===== src/rtl/i2cb_pkg.sv =====
package i2cb_pkg;

    typedef enum logic [2:0] {
        BR_IDLE,
        BR_WR,
        BR_ACK,
        BR_RD,
        BR_MACK,
        BR_HOLD
    } br_state_e;

endpackage


===== src/rtl/i2cb_edge_track.sv =====
module i2cb_edge_track (
    input  logic clk,
    input  logic rst_n,
    input  logic scl_i,
    input  logic sda_i,
    output logic start_o,
    output logic stop_o,
    output logic rise_o,
    output logic fall_o,
    output logic bit_o
);

    typedef struct packed {
        logic scl;
        logic sda;
    } lvl_t;

    lvl_t lvl_d, lvl_q;
    logic scl_chg, sda_chg;

    always_comb begin
        lvl_d     = '{scl: scl_i, sda: sda_i};
        scl_chg   = (scl_i != lvl_q.scl);
        sda_chg   = (sda_i != lvl_q.sda);
        // a data change only frames the bus while the clock stays high
        start_o   = sda_chg && !scl_chg && lvl_q.scl && !sda_i;
        stop_o    = sda_chg && !scl_chg && lvl_q.scl &&  sda_i;
        rise_o    = scl_chg &&  scl_i;
        fall_o    = scl_chg && !scl_i;
        bit_o     = sda_i;
    end

    always_ff @(posedge clk) begin
        if (!rst_n) lvl_q <= '{scl: 1'b1, sda: 1'b1};
        else        lvl_q <= lvl_d;
    end

    AST_FRAME_EXCL: assert property (@(posedge clk) disable iff (!rst_n)
        !((start_o || stop_o) && (rise_o || fall_o)));

endmodule


===== src/rtl/i2cb_core.sv =====
module i2cb_core
    import i2cb_pkg::*;
#(
    parameter int DATA_W = 8
) (
    input  logic              clk,
    input  logic              rst_n,
    input  logic              start_i,
    input  logic              stop_i,
    input  logic              rise_i,
    input  logic              fall_i,
    input  logic              bit_i,
    input  logic [DATA_W-1:0] rdata_i,
    input  logic              refuse_i,
    output logic              dev_d_o,
    output logic              dev_q_o,
    output logic              req_start_o,
    output logic [DATA_W-2:0] req_addr_o,
    output logic              req_rd_o,
    output logic              req_write_o,
    output logic [DATA_W-1:0] req_wdata_o,
    output logic              req_read_o,
    output logic              req_nack_o,
    output logic              req_end_o
);

    localparam int CNT_W = (DATA_W > 2) ? $clog2(DATA_W) : 1;
    localparam logic [CNT_W-1:0] LAST = CNT_W'(DATA_W - 1);

    typedef struct packed {
        br_state_e         st;
        logic [CNT_W-1:0]  cnt;
        logic [DATA_W-1:0] sh;
        logic              addr_ok;
        logic              rd_dir;
        logic              dev;
    } core_t;

    core_t n_d, n_q;
    logic [DATA_W-1:0] byte_v;
    logic              dir_v;
    logic              evt_any;

    always_comb begin
        n_d         = n_q;
        req_start_o = 1'b0;
        req_write_o = 1'b0;
        req_read_o  = 1'b0;
        req_nack_o  = 1'b0;
        req_end_o   = 1'b0;
        req_addr_o  = n_q.sh[DATA_W-1:1];
        req_rd_o    = n_q.sh[0];
        req_wdata_o = n_q.sh;
        byte_v      = n_q.sh;
        dir_v       = n_q.rd_dir;
        evt_any     = start_i || stop_i || rise_i || fall_i;

        if (start_i) begin
            n_d.st      = BR_WR;
            n_d.cnt     = '0;
            n_d.addr_ok = 1'b0;
            n_d.dev     = 1'b1;
        end else if (stop_i) begin
            req_end_o   = n_q.addr_ok;
            n_d.addr_ok = 1'b0;
            n_d.st      = BR_IDLE;
            n_d.dev     = 1'b1;
        end else if (fall_i) begin
            n_d.dev = 1'b1;
        end else if (rise_i) begin
            unique case (n_q.st)
                BR_WR: begin
                    n_d.sh  = {n_q.sh[DATA_W-2:0], bit_i};
                    n_d.cnt = n_q.cnt + CNT_W'(1);
                    n_d.dev = 1'b1;
                    if (n_q.cnt == LAST) n_d.st = BR_ACK;
                end
                BR_ACK: begin
                    if (!n_q.addr_ok) begin
                        req_start_o = 1'b1;
                        n_d.addr_ok = 1'b1;
                        n_d.rd_dir  = n_q.sh[0];
                        dir_v       = n_q.sh[0];
                    end else begin
                        req_write_o = 1'b1;
                    end
                    n_d.cnt = '0;
                    if (refuse_i) begin
                        req_end_o   = 1'b1;
                        n_d.addr_ok = 1'b0;
                        n_d.st      = BR_IDLE;
                        n_d.dev     = 1'b1;
                    end else begin
                        n_d.dev = 1'b0;
                        n_d.st  = dir_v ? BR_RD : BR_WR;
                    end
                end
                BR_RD: begin
                    if (n_q.cnt == '0) begin
                        req_read_o = 1'b1;
                        byte_v     = rdata_i;
                    end
                    n_d.dev = byte_v[DATA_W-1];
                    n_d.sh  = {byte_v[DATA_W-2:0], 1'b0};
                    n_d.cnt = n_q.cnt + CNT_W'(1);
                    if (n_q.cnt == LAST) n_d.st = BR_MACK;
                end
                BR_MACK: begin
                    n_d.dev = 1'b1;
                    n_d.cnt = '0;
                    if (bit_i) begin
                        req_nack_o = 1'b1;
                        n_d.st     = BR_HOLD;
                    end else begin
                        n_d.st = BR_RD;
                    end
                end
                default: begin
                    n_d.dev = 1'b1;
                end
            endcase
        end
        dev_d_o = n_d.dev;
        dev_q_o = n_q.dev;
    end

    always_ff @(posedge clk) begin
        if (!rst_n) begin
            n_q <= '{st: BR_IDLE, cnt: '0, sh: '0, addr_ok: 1'b0,
                     rd_dir: 1'b0, dev: 1'b1};
        end else begin
            n_q <= n_d;
        end
    end

    AST_FALL_RELEASE: assert property (@(posedge clk) disable iff (!rst_n)
        fall_i |=> n_q.dev);
    AST_STOP_IDLE: assert property (@(posedge clk) disable iff (!rst_n)
        stop_i |=> (n_q.st == BR_IDLE) && !n_q.addr_ok);
    AST_END_NEEDS_ADDR: assert property (@(posedge clk) disable iff (!rst_n)
        req_end_o |-> (n_q.addr_ok || req_start_o));
    AST_REFUSE_RELEASE: assert property (@(posedge clk) disable iff (!rst_n)
        (req_start_o || req_write_o) && refuse_i |=> n_q.dev && (n_q.st == BR_IDLE));
    AST_QUIET_HOLD: assert property (@(posedge clk) disable iff (!rst_n)
        !evt_any |=> $stable(n_q));
    AST_ONE_REQ: assert property (@(posedge clk) disable iff (!rst_n)
        $onehot0({req_start_o, req_write_o, req_read_o, req_nack_o}));
    AST_START_CLEARS: assert property (@(posedge clk) disable iff (!rst_n)
        start_i |=> (n_q.st == BR_WR) && !n_q.addr_ok && (n_q.cnt == '0));

endmodule


===== src/rtl/i2cb_line_out.sv =====
module i2cb_line_out (
    input  logic clk,
    input  logic rst_n,
    input  logic dev_d_i,
    input  logic sda_i,
    output logic line_o
);

    typedef struct packed {
        logic lvl;
    } line_t;

    line_t l_d, l_q;

    always_comb begin
        l_d = l_q;
        if ((dev_d_i & sda_i) != l_q.lvl) l_d.lvl = dev_d_i & sda_i;
        line_o = l_q.lvl;
    end

    always_ff @(posedge clk) begin
        if (!rst_n) l_q <= '{lvl: 1'b1};
        else        l_q <= l_d;
    end

    AST_LINE_LOW_CAUSE: assert property (@(posedge clk) disable iff (!rst_n)
        $fell(l_q.lvl) |-> ($past(sda_i) == 1'b0) || ($past(dev_d_i) == 1'b0));

endmodule


===== src/rtl/i2c_bitbang_bridge.sv =====
module i2c_bitbang_bridge #(
    parameter int DATA_W = 8
) (
    input  logic              clk,
    input  logic              rst_n,
    input  logic              scl_i,
    input  logic              sda_i,
    output logic              dev_sda_o,
    output logic              line_o,
    output logic              req_start_o,
    output logic [DATA_W-2:0] req_addr_o,
    output logic              req_rd_o,
    output logic              req_write_o,
    output logic [DATA_W-1:0] req_wdata_o,
    output logic              req_read_o,
    input  logic [DATA_W-1:0] rsp_rdata_i,
    input  logic              rsp_refuse_i,
    output logic              req_nack_o,
    output logic              req_end_o
);

    logic ev_start, ev_stop, ev_rise, ev_fall, ev_bit;
    logic dev_next;

    i2cb_edge_track u_track (
        .clk     (clk),
        .rst_n   (rst_n),
        .scl_i   (scl_i),
        .sda_i   (sda_i),
        .start_o (ev_start),
        .stop_o  (ev_stop),
        .rise_o  (ev_rise),
        .fall_o  (ev_fall),
        .bit_o   (ev_bit)
    );

    i2cb_core #(.DATA_W(DATA_W)) u_core (
        .clk         (clk),
        .rst_n       (rst_n),
        .start_i     (ev_start),
        .stop_i      (ev_stop),
        .rise_i      (ev_rise),
        .fall_i      (ev_fall),
        .bit_i       (ev_bit),
        .rdata_i     (rsp_rdata_i),
        .refuse_i    (rsp_refuse_i),
        .dev_d_o     (dev_next),
        .dev_q_o     (dev_sda_o),
        .req_start_o (req_start_o),
        .req_addr_o  (req_addr_o),
        .req_rd_o    (req_rd_o),
        .req_write_o (req_write_o),
        .req_wdata_o (req_wdata_o),
        .req_read_o  (req_read_o),
        .req_nack_o  (req_nack_o),
        .req_end_o   (req_end_o)
    );

    i2cb_line_out u_line (
        .clk     (clk),
        .rst_n   (rst_n),
        .dev_d_i (dev_next),
        .sda_i   (sda_i),
        .line_o  (line_o)
    );

    AST_RESET_RELEASED: assert property (@(posedge clk)
        !rst_n |=> dev_sda_o && line_o);

endmodule


===== config.mk =====
export PLATFORM = sky130hd
export DESIGN_NAME = i2c_bitbang_bridge
export DESIGN_NICKNAME = d
export VERILOG_FILES = /design/src/rtl/i2cb_pkg.sv /design/src/rtl/i2cb_edge_track.sv /design/src/rtl/i2cb_core.sv /design/src/rtl/i2cb_line_out.sv /design/src/rtl/i2c_bitbang_bridge.sv
export SDC_FILE = /design/constraint.sdc
export NUM_CORES = 1
export LEC_CHECK = 0
export BUFFER_PORTS_ARGS = -buffer_cell sky130_fd_sc_hd__buf_2
export CAP_MARGIN = 20
export CORE_UTILIZATION = 52
export DETAILED_ROUTE_END_ITERATION = 7
export GPL_TIMING_DRIVEN = 0
export PLACE_DENSITY = 0.77
export SLEW_MARGIN = 20
export SYNTH_ARGS = -nofsm -noshare
export SYNTH_HDL_FRONTEND = slang
export SYNTH_SLANG_ARGS = --single-unit

===== constraint.sdc =====
create_clock -name clk -period 1.7 [get_ports clk]
set_input_delay 0.34 -clock clk [delete_from_list [all_inputs] [get_ports clk]]
set_output_delay 0.34 -clock clk [all_outputs]
set_load 0.01 [all_outputs]

==> flow_metrics.py <==
metrics = {
    "clock_tree": {
        "cts_max_level": 1,
        "cts_tree": "done",
        "cts_buffer_depth": 2,
        "cts_sinks": 20,
        "postCtsHoldBufs": 0,
        "cts.clk_slew.worst_paths_ps": 120,
        "cts-root-buf": "clkbuf_4",
        "clock_latency_ps": 300,
        "numCtsBuffers": 3,
    },
    "finish": {
        "syn_to_final_growth_pct": 36.1,
        "n_antenna_cell": 0,
        "drive_gt1_share_pct": 50.2,
        "final_common_cell": "buf_2",
        "nNetsFinal": 229,
        "final_cell_mix": "buf_2, buf_4, dfxtp_1",
    },
    "detailed_routing": {
        "ant_nets": 0,
        "drt_iter0_markers": 34,
        "vias_per_cell": 5.44,
        "remaining_drc_errors": 0,
        "postRouteWirelength_mm": 3.71,
        "dr_total_vias": 1300,
        "post_drt_wl_per_cell_um": 15.5,
        "drt_first_pass_iters": 4,
    },
    "synth": {
        "synth_cells": 155,
        "synth.distinct_cells": 40,
        "async_flop_share_pct": 0,
        "ys_dominant_reg_cell": "dfxtp_1",
        "ys_seq_elements": 20,
        "avgSynthCellArea_um2": 8.65,
        "yosysSeqAreaShare_pct": 29.9,
        "yosysWarningCount": 0,
        "synth_fp_nets": 174,
        "synth_area_um2": 1340,
        "synth_edf_count": 0,
    },
    "critical_path": {
        "path_max_fanout": 3,
        "slowest_stage": "dfxtp_4",
        "critical_path.max_stage_delay_ps": 380,
        "worstPathRequired_ps": 1360,
        "crit_chain": "ha_4 -> nand2b_4 -> nor3_4 -> buf_4 -> and3_1 -> buf_2",
        "regToRegSetupSlack_ps": 0,
        "crit_type": "flip-flop to output pin",
        "startpoint_type": "flip-flop",
        "cp-end-kind": "output pin",
        "crit_arrival_ps": 1590,
    },
    "grt": {
        "grt_pass1_vias": 1143,
        "grt-ovfl-total": 0,
        "grt_pass1_wl_mm": 5.06,
        "grt_start_max_net_pins": 12,
        "track_usage_pct": 24.5,
        "antenna_found_initial": 0,
    },
    "die": {
        "die_w_um": 52.8,
        "start_util_pct": 54.6,
        "rows": 18,
        "dieHeight_um": 52.8,
        "core_area_um2": 2450,
        "dieArea_um2": 2790,
        "boundaryPins": 36,
    },
    "timing": {
        "tns_ps": -1050,
        "worst_slack_ps": -230,
        "clock_skew_ps": 8.22,
        "max_freq_mhz": 518,
        "hold_slack_ps": 301,
        "setup_viol": 6,
        "hold_viol_final": 0,
        "layout_min_cycle_time_ps": 1930,
        "slew_violations": 0,
        "rsz0062_at_grt": "true",
        "min_period_over_period_pct": 114,
        "slew_headroom_pct": 69.4,
        "tightest_slew_ps": 455,
    },
    "run": {
        "drv_cap": 0,
    },
    "hold_path": {
        "hold_path_class": "primary input to flip-flop",
    },
    "power_and_ir_drop": {
        "power.total_w": 0.000936,
        "ir_worst_vdd_uv": 402,
        "p_leak_nw": 0.826,
        "p_per_area_nw_per_um2": 513,
    },
    "run_status": {
        "status": "complete, but fails checks",
        "violations": "setup timing",
    },
    "place": {
        "numPortBuffers": 34,
        "post-place-ws_ps": -280,
        "dpl.hpwl_mm": 2.13,
        "gp_congestion": 0.895,
    },
}
==> cells by family after synthesis <==
kind of cell | Yosys count | synth area share [%]
compound gates | 35 | 16.0
xor+xnor | 2 | 2.43
fa+ha+maj | 6 | 5.60
buf+inv | 31 | 15.5
flops | 20 | 29.9
mux | 12 | 9.05
simple gates | 49 | 21.6
==> flip-flops by register name, summed over array words and instances (netlist names) <==
signal	count
u_core.n_q	8
u_core.req_wdata_o	8
u_track.lvl_q	2
u_core.dev_q_o	1
u_line.line_o	1
==> final cells by class <==
cell class	count	area [µm²]
well taps	30	37.5
fillers	185	629
inverters	8	30.0
plain buffers	21	169
repair buffers	52	305
clock buffers	4	36.3
flip-flops and latches	20	409
multi-input cells	104	838
==> timing repair <==
item / CTS / global route
buffers inserted: 12 / 6
gates resized for setup: 27 / 9
setup endpoints to repair: 5 / 7
pin swaps: 7 / 5
hold endpoints to repair: 0 / 0
==> power breakdown <==
group | internal (W) | leakage (nW) | total [W] | switching (W)
sequential | 0.000478 | 0.164 | 0.000492 | 0.0000132
clock | 0.000130 | 0.0210 | 0.000283 | 0.000153
combinational | 0.0000790 | 0.640 | 0.000161 | 0.0000817
==> synth_stat cells (all sizes together) (3+ instances only) <==
| cell | instances | area share [%] |
|---|---|---|
| nand2b | 6 | 2.8 |
| or3 | 3 | 1.4 |
| ha | 6 | 5.6 |
| nand2 | 10 | 2.8 |
| inv | 8 | 2.2 |
| o21ai | 14 | 5.2 |
| mux2i | 11 | 8.2 |
| nor2 | 6 | 1.7 |
| nor2b | 5 | 2.3 |
| nand3b | 3 | 1.7 |
| buf | 22 | 13 |
| a21oi | 11 | 4.1 |
| nand4 | 3 | 1.9 |
| nor3 | 3 | 1.5 |
| dfxtp | 20 | 30 |
==> critical path, delay by kind of cell, from the launching register on <==
kind	cells	cell delay, ps
and+or+nand+nor	3	490
DFF	1	380
buffers and inverters	2	270
adders and majority gates	1	160
==> metal layers <==
layer	vias up	wire length (µm)	track usage, %
li1	633	-	-
met4	0	80	10.5
met3	12	226	4.64
met1	597	1530	27.4
met5	-	0	0
met2	58	1870	44.5
==> through the flow <==
step                cells  instance area, µm²  util (%)
floorplan             155                1340         -
global placement      219                1550      63.1
detailed placement    219                1550      63.1
CTS                   233                1750      71.4
global route          239                1830      74.4
finish                239                1830      74.4
==> final timing paths <==
check	startpoint	to	cells past startpoint
worst max register to register	u_track.lvl_q[1]$_SDFF_PN1_	u_core.n_q[11]$_SDFFE_PP0P_	6
worst max-delay path	u_track.lvl_q[1]$_SDFF_PN1_	req_write_o	6
worst min-delay path	sda_i	u_track.lvl_q[0]$_SDFF_PN1_	2
worst min register to register	u_core.req_wdata_o[5]$_SDFFE_PN0P_	u_core.req_wdata_o[5]$_SDFFE_PN0P_	2
(Power assumes the default switching activity.)
